--- src/rtl/cursor_pkg.sv ---
// Shared constants for the cursor overlay: register offsets and select codes.
package cursor_pkg;
    localparam int unsigned ADDR_W = 12;
    localparam int unsigned DATA_W = 32;

    localparam logic [ADDR_W-1:0] OFS_MISC  = 12'h818;
    localparam logic [ADDR_W-1:0] OFS_POS   = 12'h8FC;
    localparam logic [ADDR_W-1:0] OFS_MASK  = 12'h900;
    localparam logic [ADDR_W-1:0] OFS_COLOR = 12'h980;

    localparam logic [DATA_W-1:0] MISC_FORCED = 32'h0200_0000;
    localparam logic [15:0]       POS_HIDDEN  = 16'hF000;

    localparam logic [1:0] SEL_NONE = 2'd0;
    localparam logic [1:0] SEL_C258 = 2'd1;
    localparam logic [1:0] SEL_C259 = 2'd2;
endpackage

--- src/rtl/cursor_regs.sv ---
// Position and control registers with a registered read port.
// Assumes reads and writes are never strobed in the same cycle.
module cursor_regs
    import cursor_pkg::*;
(
    input  logic              clk,
    input  logic              rst_n,
    input  logic              wr_en,
    input  logic              rd_en,
    input  logic [ADDR_W-1:0] addr,
    input  logic [DATA_W-1:0] wdata,
    output logic [15:0]       cur_x,
    output logic [15:0]       cur_y,
    output logic [DATA_W-1:0] rdata
);
    logic [DATA_W-1:0] misc_q;

    // Load position and control word on writes to their offsets.
    always_ff @(posedge clk) begin
        if (!rst_n) begin
            cur_x  <= POS_HIDDEN;
            cur_y  <= POS_HIDDEN;
            misc_q <= '0;
        end else if (wr_en) begin
            if (addr == OFS_POS) begin
                cur_x <= wdata[31:16];
                cur_y <= wdata[15:0];
            end
            if (addr == OFS_MISC) begin
                misc_q <= wdata;
            end
        end
    end

    // Return the control word with its forced bit; every other offset reads zero.
    always_ff @(posedge clk) begin
        if (!rst_n) begin
            rdata <= '0;
        end else if (rd_en && addr == OFS_MISC) begin
            rdata <= misc_q | MISC_FORCED;
        end else begin
            rdata <= '0;
        end
    end

    assert_pos_load_R1: assert property (@(posedge clk) disable iff (!rst_n)
        (wr_en && addr == OFS_POS) |=> (cur_x == $past(wdata[31:16]) && cur_y == $past(wdata[15:0])));
    assert_misc_bit_R9: assert property (@(posedge clk) disable iff (!rst_n)
        (rd_en && addr == OFS_MISC) |=> rdata[25]);
    assert_read_zero_R10: assert property (@(posedge clk) disable iff (!rst_n)
        (!(rd_en && addr == OFS_MISC)) |=> (rdata == '0));
endmodule

--- src/rtl/cursor_planes.sv ---
// Two planes of cursor rows: the transparency plane and the colour plane.
// A generate loop builds one storage plane per region; both read out the same row.
// Assumes word-aligned offsets; unaligned writes are dropped.
module cursor_planes
    import cursor_pkg::*;
#(
    parameter int unsigned DIM = 32
) (
    input  logic                   clk,
    input  logic                   rst_n,
    input  logic                   wr_en,
    input  logic [ADDR_W-1:0]      addr,
    input  logic [DATA_W-1:0]      wdata,
    input  logic [$clog2(DIM)-1:0] row_idx,
    output logic [DIM-1:0]         mask_row,
    output logic [DIM-1:0]         color_row
);
    localparam int unsigned ROW_W  = $clog2(DIM);
    localparam int unsigned REG_LO = ROW_W + 2;
    localparam int unsigned NPLANE = 2;

    logic [DIM-1:0] plane_q [NPLANE][DIM];
    logic [NPLANE-1:0] hit;

    for (genvar p = 0; p < NPLANE; p++) begin : g_plane
        localparam logic [ADDR_W-1:0] BASE = (p == 0) ? OFS_MASK : OFS_COLOR;
        assign hit[p] = wr_en && (addr[1:0] == 2'b00)
                        && (addr[ADDR_W-1:REG_LO] == BASE[ADDR_W-1:REG_LO]);

        // Store one row word when a write lands in this plane's region.
        always_ff @(posedge clk) begin
            if (!rst_n) begin
                for (int r = 0; r < DIM; r++) plane_q[p][r] <= '0;
            end else if (hit[p]) begin
                plane_q[p][addr[REG_LO-1:2]] <= wdata[DIM-1:0];
            end
        end
    end

    assign mask_row  = plane_q[0][row_idx];
    assign color_row = plane_q[1][row_idx];

    assert_mask_load_R2: assert property (@(posedge clk) disable iff (!rst_n)
        hit[0] |=> (plane_q[0][$past(addr[REG_LO-1:2])] == $past(wdata[DIM-1:0])));
    assert_color_only_R3: assert property (@(posedge clk) disable iff (!rst_n)
        hit[1] |=> $stable(plane_q[0][$past(addr[REG_LO-1:2])]));
endmodule

--- src/rtl/cursor_pixel.sv ---
// Per-pixel hit test and registered overlay select.
// Assumes the cursor position and the pixel coordinates are stable within a cycle.
module cursor_pixel
    import cursor_pkg::*;
#(
    parameter int unsigned WIDTH  = 1024,
    parameter int unsigned HEIGHT = 768,
    parameter int unsigned DIM    = 32
) (
    input  logic                   clk,
    input  logic                   rst_n,
    input  logic                   pix_valid,
    input  logic [15:0]            pix_x,
    input  logic [15:0]            pix_y,
    input  logic [15:0]            cur_x,
    input  logic [15:0]            cur_y,
    input  logic [DIM-1:0]         mask_row,
    input  logic [DIM-1:0]         color_row,
    output logic [$clog2(DIM)-1:0] row_idx,
    output logic [1:0]             ovl_sel
);
    localparam int unsigned ROW_W = $clog2(DIM);

    logic [16:0]      dx, dy;
    logic             row_hit, col_hit;
    logic [ROW_W-1:0] bit_idx;
    logic [1:0]       sel_d;

    // Offsets of the pixel from the cursor origin and the window tests.
    always_comb begin
        dx      = {1'b0, pix_x} - {1'b0, cur_x};
        dy      = {1'b0, pix_y} - {1'b0, cur_y};
        row_hit = !dy[16] && (dy[15:0] < 16'(DIM)) && (32'(pix_y) < HEIGHT);
        col_hit = !dx[16] && (dx[15:0] < 16'(DIM)) && (32'(pix_x) < WIDTH);
        row_idx = dy[ROW_W-1:0];
        bit_idx = ROW_W'(DIM - 1) - dx[ROW_W-1:0];
    end

    // Pick the overlay entry from the mask and colour bits of this pixel.
    always_comb begin
        sel_d = SEL_NONE;
        if (pix_valid && row_hit && col_hit && mask_row[bit_idx]) begin
            sel_d = color_row[bit_idx] ? SEL_C259 : SEL_C258;
        end
    end

    // Register the select for one cycle of latency.
    always_ff @(posedge clk) begin
        if (!rst_n) ovl_sel <= SEL_NONE;
        else        ovl_sel <= sel_d;
    end

    assert_idle_R11: assert property (@(posedge clk) disable iff (!rst_n)
        !pix_valid |=> (ovl_sel == SEL_NONE));
    assert_code_R6: assert property (@(posedge clk) disable iff (!rst_n)
        pix_valid |=> (ovl_sel != 2'd3));
    assert_clip_R7: assert property (@(posedge clk) disable iff (!rst_n)
        (pix_valid && 32'(pix_x) >= WIDTH) |=> (ovl_sel == SEL_NONE));
    assert_above_R4: assert property (@(posedge clk) disable iff (!rst_n)
        (pix_valid && pix_y < cur_y) |=> (ovl_sel == SEL_NONE));
    assert_left_R5: assert property (@(posedge clk) disable iff (!rst_n)
        (pix_valid && pix_x < cur_x) |=> (ovl_sel == SEL_NONE));
endmodule

--- src/rtl/cursor_overlay.sv ---
// Top of the hardware cursor overlay: register port, row planes, pixel test.
// Assumes a single clock domain shared by the register and pixel sides.
module cursor_overlay
    import cursor_pkg::*;
#(
    parameter int unsigned WIDTH  = 1024,
    parameter int unsigned HEIGHT = 768,
    parameter int unsigned DIM    = 32
) (
    input  logic        clk,
    input  logic        rst_n,
    input  logic        reg_wr_en,
    input  logic        reg_rd_en,
    input  logic [11:0] reg_addr,
    input  logic [31:0] reg_wdata,
    output logic [31:0] reg_rdata,
    input  logic        pix_valid,
    input  logic [15:0] pix_x,
    input  logic [15:0] pix_y,
    output logic [1:0]  ovl_sel
);
    localparam int unsigned ROW_W = $clog2(DIM);

    logic [15:0]      cur_x, cur_y;
    logic [ROW_W-1:0] row_idx;
    logic [DIM-1:0]   mask_row, color_row;

    cursor_regs u_regs (
        .clk(clk), .rst_n(rst_n), .wr_en(reg_wr_en), .rd_en(reg_rd_en),
        .addr(reg_addr), .wdata(reg_wdata),
        .cur_x(cur_x), .cur_y(cur_y), .rdata(reg_rdata)
    );

    cursor_planes #(.DIM(DIM)) u_planes (
        .clk(clk), .rst_n(rst_n), .wr_en(reg_wr_en), .addr(reg_addr),
        .wdata(reg_wdata), .row_idx(row_idx),
        .mask_row(mask_row), .color_row(color_row)
    );

    cursor_pixel #(.WIDTH(WIDTH), .HEIGHT(HEIGHT), .DIM(DIM)) u_pixel (
        .clk(clk), .rst_n(rst_n), .pix_valid(pix_valid),
        .pix_x(pix_x), .pix_y(pix_y), .cur_x(cur_x), .cur_y(cur_y),
        .mask_row(mask_row), .color_row(color_row),
        .row_idx(row_idx), .ovl_sel(ovl_sel)
    );

    assert_no_dual_strobe_R10: assert property (@(posedge clk) disable iff (!rst_n)
        !(reg_wr_en && reg_rd_en));
endmodule

--- config.mk ---
export PLATFORM = sky130hd
export DESIGN_NAME = cursor_overlay
export DESIGN_NICKNAME = d
export VERILOG_FILES = /design/src/rtl/cursor_pkg.sv /design/src/rtl/cursor_regs.sv /design/src/rtl/cursor_planes.sv /design/src/rtl/cursor_pixel.sv /design/src/rtl/cursor_overlay.sv
export SDC_FILE = /design/constraint.sdc
export NUM_CORES = 2
export LEC_CHECK = 0
export BUFFER_PORTS_ARGS = -buffer_cell sky130_fd_sc_hd__buf_2
export CAP_MARGIN = 10
export CELL_PAD_IN_SITES_DETAIL_PLACEMENT = 0
export CELL_PAD_IN_SITES_GLOBAL_PLACEMENT = 1
export CORE_ASPECT_RATIO = 0.7
export CORE_UTILIZATION = 25
export CTS_BUF_LIST = sky130_fd_sc_hd__clkbuf_4
export DETAILED_ROUTE_END_ITERATION = 16
export PLACE_DENSITY = 0.45
export SYNTH_ARGS = -nofsm -noshare
export SYNTH_HDL_FRONTEND = slang
export SYNTH_SLANG_ARGS = --single-unit
--- constraint.sdc ---
create_clock -name clk -period 6.1 [get_ports clk]
set_input_delay 0.915 -clock clk [delete_from_list [all_inputs] [get_ports clk]]
set_output_delay 0.915 -clock clk [all_outputs]
set_load 0.03 [all_outputs]
# Yosys cells after proc, flatten, opt, wreduce, memory -nomap -nowiden

Memories as Yosys holds them, arrays and structs flattened.
Cells that the tools add are included.

Register bits after elaboration: 98
Bits in latches: 0
Memory bits (writable): 2,048
Bits in read-only memories: 0
Input port bits: 81
Output and inout port bits: 34
Logic and storage cells: 4,160
Memories: 1

Add/sub/neg operators: 3
Multipliers: 0
Div/mod/pow operators: 0
Magnitude comparators: 8
Equal/unequal tests: 4
Shifts and indexed selects: 0
Muxes and demuxes: 2,069
Bitwise logic cells: 2,050
Reductions and logical operators: 19

Memories:

| memory           | words | bits a word | rd ports | clocked after memory_dff | wr ports | RTL line            | text |
|---|---|---|---|---|---|---|---|
| u_planes.plane_q | 2     | 1,024       | 2        | 0                        | 2        | cursor_planes.sv:22 | `logic [DIM-1:0] plane_q [NPLANE][DIM];` |

Operators by type and width:

| kind                 | count |
|---|---|
| $mux 1               | 2,055 |
| $mux 1024            | 2 |
| $or 1x1->1           | 2,048 |
| $bmux 32 s5          | 2 |
| $demux 32 s5         | 1 |
| $mux 32              | 5 |
| $sub 16x16->17       | 2 |
| $lt 16x6->1 const B  | 2 |
| $mux 26              | 1 |
| $eq 12x12->1 const B | 2 |
| $lt 16x10->1 const B | 1 |
| $lt 16x11->1 const B | 1 |
| $ge 6x6->1 const B   | 2 |
| $logic_and 1x1->1    | 12 |
| $not 5->6            | 2 |
| $bmux 1 s5           | 2 |
| $eq 5x5->1 const B   | 2 |
| $reduce_and 2->1     | 4 |
| $lt 5x6->1 const B   | 1 |
| $lt 6x1->1 const B   | 1 |
| $sub 5x5->5 const A  | 1 |
| $logic_not 1->1      | 2 |
| $logic_not 2->1      | 1 |
| $mux 2               | 1 |

# Logic depth before layout (Yosys ltp)

Word-level depth: 9
Gate-level depth with buffers: 17
Depth with buffers taken out: 13

# By module

A second synthesis with hierarchy kept.

Cells, all modules: 6,261
Area, all modules: 98,433.2 µm²

By module, submodules not included:

| module        | instances | cells an instance | area each (µm²) | sequential area each (µm²) |
|---|---|---|---|---|
| cursor_planes | 1         | 5,655             | 92,780.2        | 61,499.0 |
| cursor_regs   | 1         | 322               | 3,345.7         | 1,901.8 |
| cursor_pixel  | 1         | 284               | 2,307.2         | 40.0 |

# Least setup slack after synthesis

Ideal clock, no wire load.

Path type: input port to flip-flop
Start: input port reg_addr[0]
End: memory u_planes.plane_q[0][864] (netlist name) (enable)
Library setup time: 0.466 ns
Arrival: 4.906 ns
Data required time: 5.634 ns
Path slack: 0.728 ns
Cell stages on the path: 8
Buffers on the path: 2
Path through: nand2b_1 > nor4_1 > nand4_1 > or2_2 > or3_1 > clkbuf_1 > clkbuf_1 > o21ai_0

RTL lines:

| what               | RTL line             | text |
|---|---|---|
| start: declaration | cursor_overlay.sv:14 | `input logic [11:0] reg_addr,` |
| end: declaration   | cursor_planes.sv:22  |  |

# Worst setup path in the final report

Start: register u_regs.cur_y[0]
End: register u_pixel.ovl_sel[1]

Cells in the longest elaborated chain, start to end: 9
Elaborated cells on any way between the ends: 21
Classes of those cells: 1 x add/sub; 1 x order compare; 11 x mux; 1 x bitwise; 7 x reduce/logical

Ends and longest elaborated chain:

| what                                       | RTL line                                 | text |
|---|---|---|
| start: declaration                         | cursor_regs.sv:13                        | `output logic [15:0] cur_y,` |
| start signal: assignment                   | cursor_regs.sv:27                        | `cur_y <= wdata[15:0];` |
| $sub 16x16->17 *                           | cursor_pixel.sv:32                       | `dy = {1'b0, pix_y} - {1'b0, cur_y};` |
| $not 5->6 (implied by the code)            | cursor_planes.sv:40, cursor_planes.sv:41 |  |
| $bmux 32 s5                                | cursor_planes.sv:40                      | `assign mask_row = plane_q[0][row_idx];` |
| $mux 32 (implied by the code) (2 in a row) | cursor_planes.sv:40                      |  |
| $bmux 1 s5                                 | cursor_pixel.sv:42                       | `if (pix_valid && row_hit && col_hit && mask_row[bit_idx]) begin` |
| $mux 1 (implied by the code)               | cursor_pixel.sv:42                       |  |
| $logic_and 1x1->1                          | cursor_pixel.sv:42                       |  |
| $reduce_and 2->1 (no line)                 | --                                       |  |
| end signal: assignment                     | cursor_pixel.sv:50                       | `else ovl_sel <= sel_d;` |
| end: declaration                           | cursor_pixel.sv:20                       | `output logic [1:0] ovl_sel` |

Mark *: on every way between the ends. The rest lies on a longest branch, timed or not. The select of a mux whose other input is x is not followed.
A chain may end at the register's enable or synchronous reset.

==> impl_metrics.json <==
{
  "synth_seq_cells": 2145,
  "grt_pass1_wl_mm": 540.8,
  "syn_nets": 6911,
  "numCtsBuffers": 576,
  "power_frac_clock_pct": 39.5,
  "grtUsageMet1_pct": 30.39,
  "cts_tree": "yes",
  "swShare_pct": 27.06,
  "final_area_um2": 114400,
  "synth_edf_count": 2048,
  "setup_viol": 0,
  "die_w_um": 753.1,
  "yosys.cell_types.count": 77,
  "rsz0062_at_grt": "false",
  "placementRows": 192,
  "grt_busiest_layer": "met1",
  "ir_drop_mv": 0.1536,
  "hp-start": "reg_wdata[19]",
  "async_reset_ff_share_pct": 0,
  "firstDrtPassIters": 7,
  "multi_input_area_um2": 33320,
  "regArea_um2": 63440,
  "drv_slew": 0,
  "hold_path_class": "in -> reg",
  "crit_path_max_fanout": 30,
  "p_per_area_nw_per_um2": 295.3,
  "drtAntennaViolNets": 0,
  "initial_utilization_pct": 25.19,
  "hold_viol": 0,
  "via_count": 61344,
  "port_buffers": 114,
  "cp.required_ns": 7.39,
  "place_hpwl_mm": 247.1,
  "die_height_um": 527.7,
  "design.core.area_um2": 391800,
  "numClockSinks": 2145,
  "startpoint": "u_regs.cur_y[0]",
  "critPathKind": "reg -> reg",
  "combPwrFrac_pct": 10.2,
  "max_freq_ghz": 0.1816,
  "clk_pin_slew_worst_paths_ns": 0.08,
  "antenna_found_initial": 68,
  "grt_pass1_vias": 60390,
  "period_share_pct": 90.27,
  "ys_seq_area_share_pct": 64.27,
  "skew_ns": 0.1112,
  "cts-root-buf": "clkbuf_4",
  "ioPinCount": 115,
  "cp-start-kind": "register",
  "ys_warn_count": 0,
  "clkLatencyLatePin_ns": 1.40,
  "n_fill_cell": 39341,
  "met3_usage_pct": 4.386,
  "vias_per_cell": 4.792,
  "post_cts_buffers": 0,
  "cts_max_level": 6,
  "fin_crit_ns": 5.506,
  "cp.arrival_ns": 6.80,
  "intPower_mw": 24.64,
  "reg2reg_from": "u_regs.cur_y[0]",
  "track_usage_pct": 19.61,
  "slew-limit-headroom_pct": 7.168,
  "drive_above_1_share_pct": 27.05,
  "grt_start_max_net_pins": 87,
  "syn-cell-area_um2": 98720,
  "fin_ws_ns": 0.5938,
  "remaining_drc_errors": 0,
  "maxCapViolations": 0,
  "finalNetCount": 7273,
  "drtIter0Drc": 7412,
  "hold_buffers": 21,
  "status": "completed",
  "cts.path.max_buffers": 4,
  "place_area_um2": 107000,
  "syn_to_final_growth_pct": 15.86,
  "cts-resized-gates": 0,
  "cp-end-kind": "register",
  "p_leak_nw": 39.73,
  "post-place-ws_ns": 0.006548,
  "drt_wl_total_mm": 400.2,
  "seqPwrFrac_pct": 50.2,
  "netlist_instances": 6796,
  "avgSynthCellArea_um2": 14.53,
  "power_switching_mw": 9.139,
  "dieArea_um2": 397400,
  "wl_per_cell_um": 31.26,
  "ys.flop_type": "edfxtp_1",
  "tightest_slew_ns": 1.357,
  "grtUsageMet2_pct": 27.39,
  "overflow": 0,
  "gp_congestion": 0.8759
}
==> sequential cells by signal, summed over array words and instances, names as in the netlist <==
register / count
u_regs.cur_y: 16
u_planes.plane_q: 2048
u_regs.rdata: 32
u_regs.cur_x: 16
u_regs.misc_q: 31
u_pixel.ovl_sel: 2
==> cells by family after synthesis <==
group	after synthesis	synth area share, %
buf+inv	721	2.994
simple gates	2896	16.80
flops	2145	64.27
xor+xnor	16	0.1572
compound gates	391	2.720
mux	593	12.62
fa+ha+maj	34	0.4461
==> routing by layer <==
metal | share of wire, % | wire length (µm)
met5 | 0.013 | 53
met3 | 8.1 | 32390
met1 | 49 | 195000
met4 | 2.2 | 8774
met2 | 41 | 164000
==> cell type report <==
| cell class | count | share of cell area, % |
|---|---|---|
| clock buffers | 882 | 5.789 |
| inverters | 43 | 0.1411 |
| well taps | 5238 | 5.730 |
| repair buffers | 462 | 3.238 |
| multi-input cells | 3930 | 29.13 |
| clock inverters | 72 | 0.4343 |
| flip-flops and latches | 2145 | 55.47 |
| diodes | 29 | 0.06345 |
==> worst max-delay path, cell delays in order, from the launching register on <==
cell and delay [ns]:
dfxtp_1 0.34, ha_4 0.17, fa_4 1.15, buf_12 0.36, buf_12 0.26, mux4_2 0.39
nand2_1 0.18, nand3_1 0.37, nand3_1 0.28, a21oi_1 0.10, a2111oi_0 1.01, o22a_1 0.32
a211oi_1 0.12, and3_1 0.24
==> per-stage QoR <==
step | power, mW | std cells | hold slack, ns | setup TNS [ns] | utilization (%)
2_1_floorplan | 18.82 | 6796 | 0.4296 | 0 | -
4_1_cts | 34.16 | 12772 | 0.01486 | 0 | 29.17
5_1_grt | 34.98 | 12778 | 0.1067 | 0 | 29.18
6_report | 33.78 | 12801 | 0.2108 | 0 | 29.19
3_5_place_dp | 20.72 | 11797 | 0.4354 | 0 | 27.30
3_3_place_gp | 20.72 | 11796 | 0.4393 | -0.3032 | 27.30
==> final timing paths <==
check        cells past startpoint                  to  slack, ns
max reg2reg                     13  u_pixel.ovl_sel[1]       0.59
min                              3     u_regs.cur_x[3]       0.21
min reg2reg                      1    u_regs.rdata[13]       0.44
max                             13  u_pixel.ovl_sel[1]       0.59
==> cell usage after synthesis (9+ instances only) <==
master,number,share of area (%)
nor3_1,11,0.056
nand4_1,23,0.15
o22ai_1,9,0.057
a311oi_1,30,0.27
ha_1,32,0.41
mux4_2,520,12
o211ai_1,22,0.17
nor2_1,102,0.39
buf_4,35,0.27
inv_1,43,0.16
a21oi_1,49,0.25
a31oi_1,24,0.15
nand3_1,98,0.50
buf_1,14,0.053
mux2_2,9,0.10
dfxtp_1,97,2.0
a211oi_1,13,0.099
a21o_1,9,0.068
buf_2,88,0.45
and2_1,2023,13
mux2i_1,64,0.65
clkbuf_1,540,2.1
o21ai_0,83,0.42
o21a_1,10,0.076
o21ai_1,9,0.046
and3_1,97,0.61
a21boi_0,57,0.43
nand2_1,474,1.8
nand2b_1,11,0.070
edfxtp_1,2048,62
nor2b_1,15,0.095
==> cells in the final DEF (no fill, tap or decap), types with 22 or more instances in the layout <==
cell      Yosys  layout
clkbuf_4      0     882
nand3_1      98      97
edfxtp_1   2048    2048
ha_1         32      31
buf_12        0      32
buf_2        88      91
a31oi_1      24      24
nor2_1      102      38
o21ai_4       0      64
a21boi_0     57      57
nand2_1     474     474
a21oi_1      49      49
mux2i_1      64      64
nand4_1      23      23
and3_1       97      97
clkinv_1      0      43
dfxtp_1      97      97
diode_2       0      29
o211ai_1     22      22
nor2_2        2      64
a311oi_1     30      29
mux4_2      520     520
inv_1        43      43
buf_4        35     316
and2_1     2023    2021
==> power groups by stage <==
stage                     logic, mW  clock network [mW]  registers [mW]
final                          3.46                13.4            17.0
after global placement         3.46                   0            17.3
after detailed placement       3.44                   0            17.3
after CTS                      3.46                13.7            17.0
after floorplan                1.59                   0            17.2
after global routing           3.56                14.4            17.0
Power figures use the tool's default switching activity.
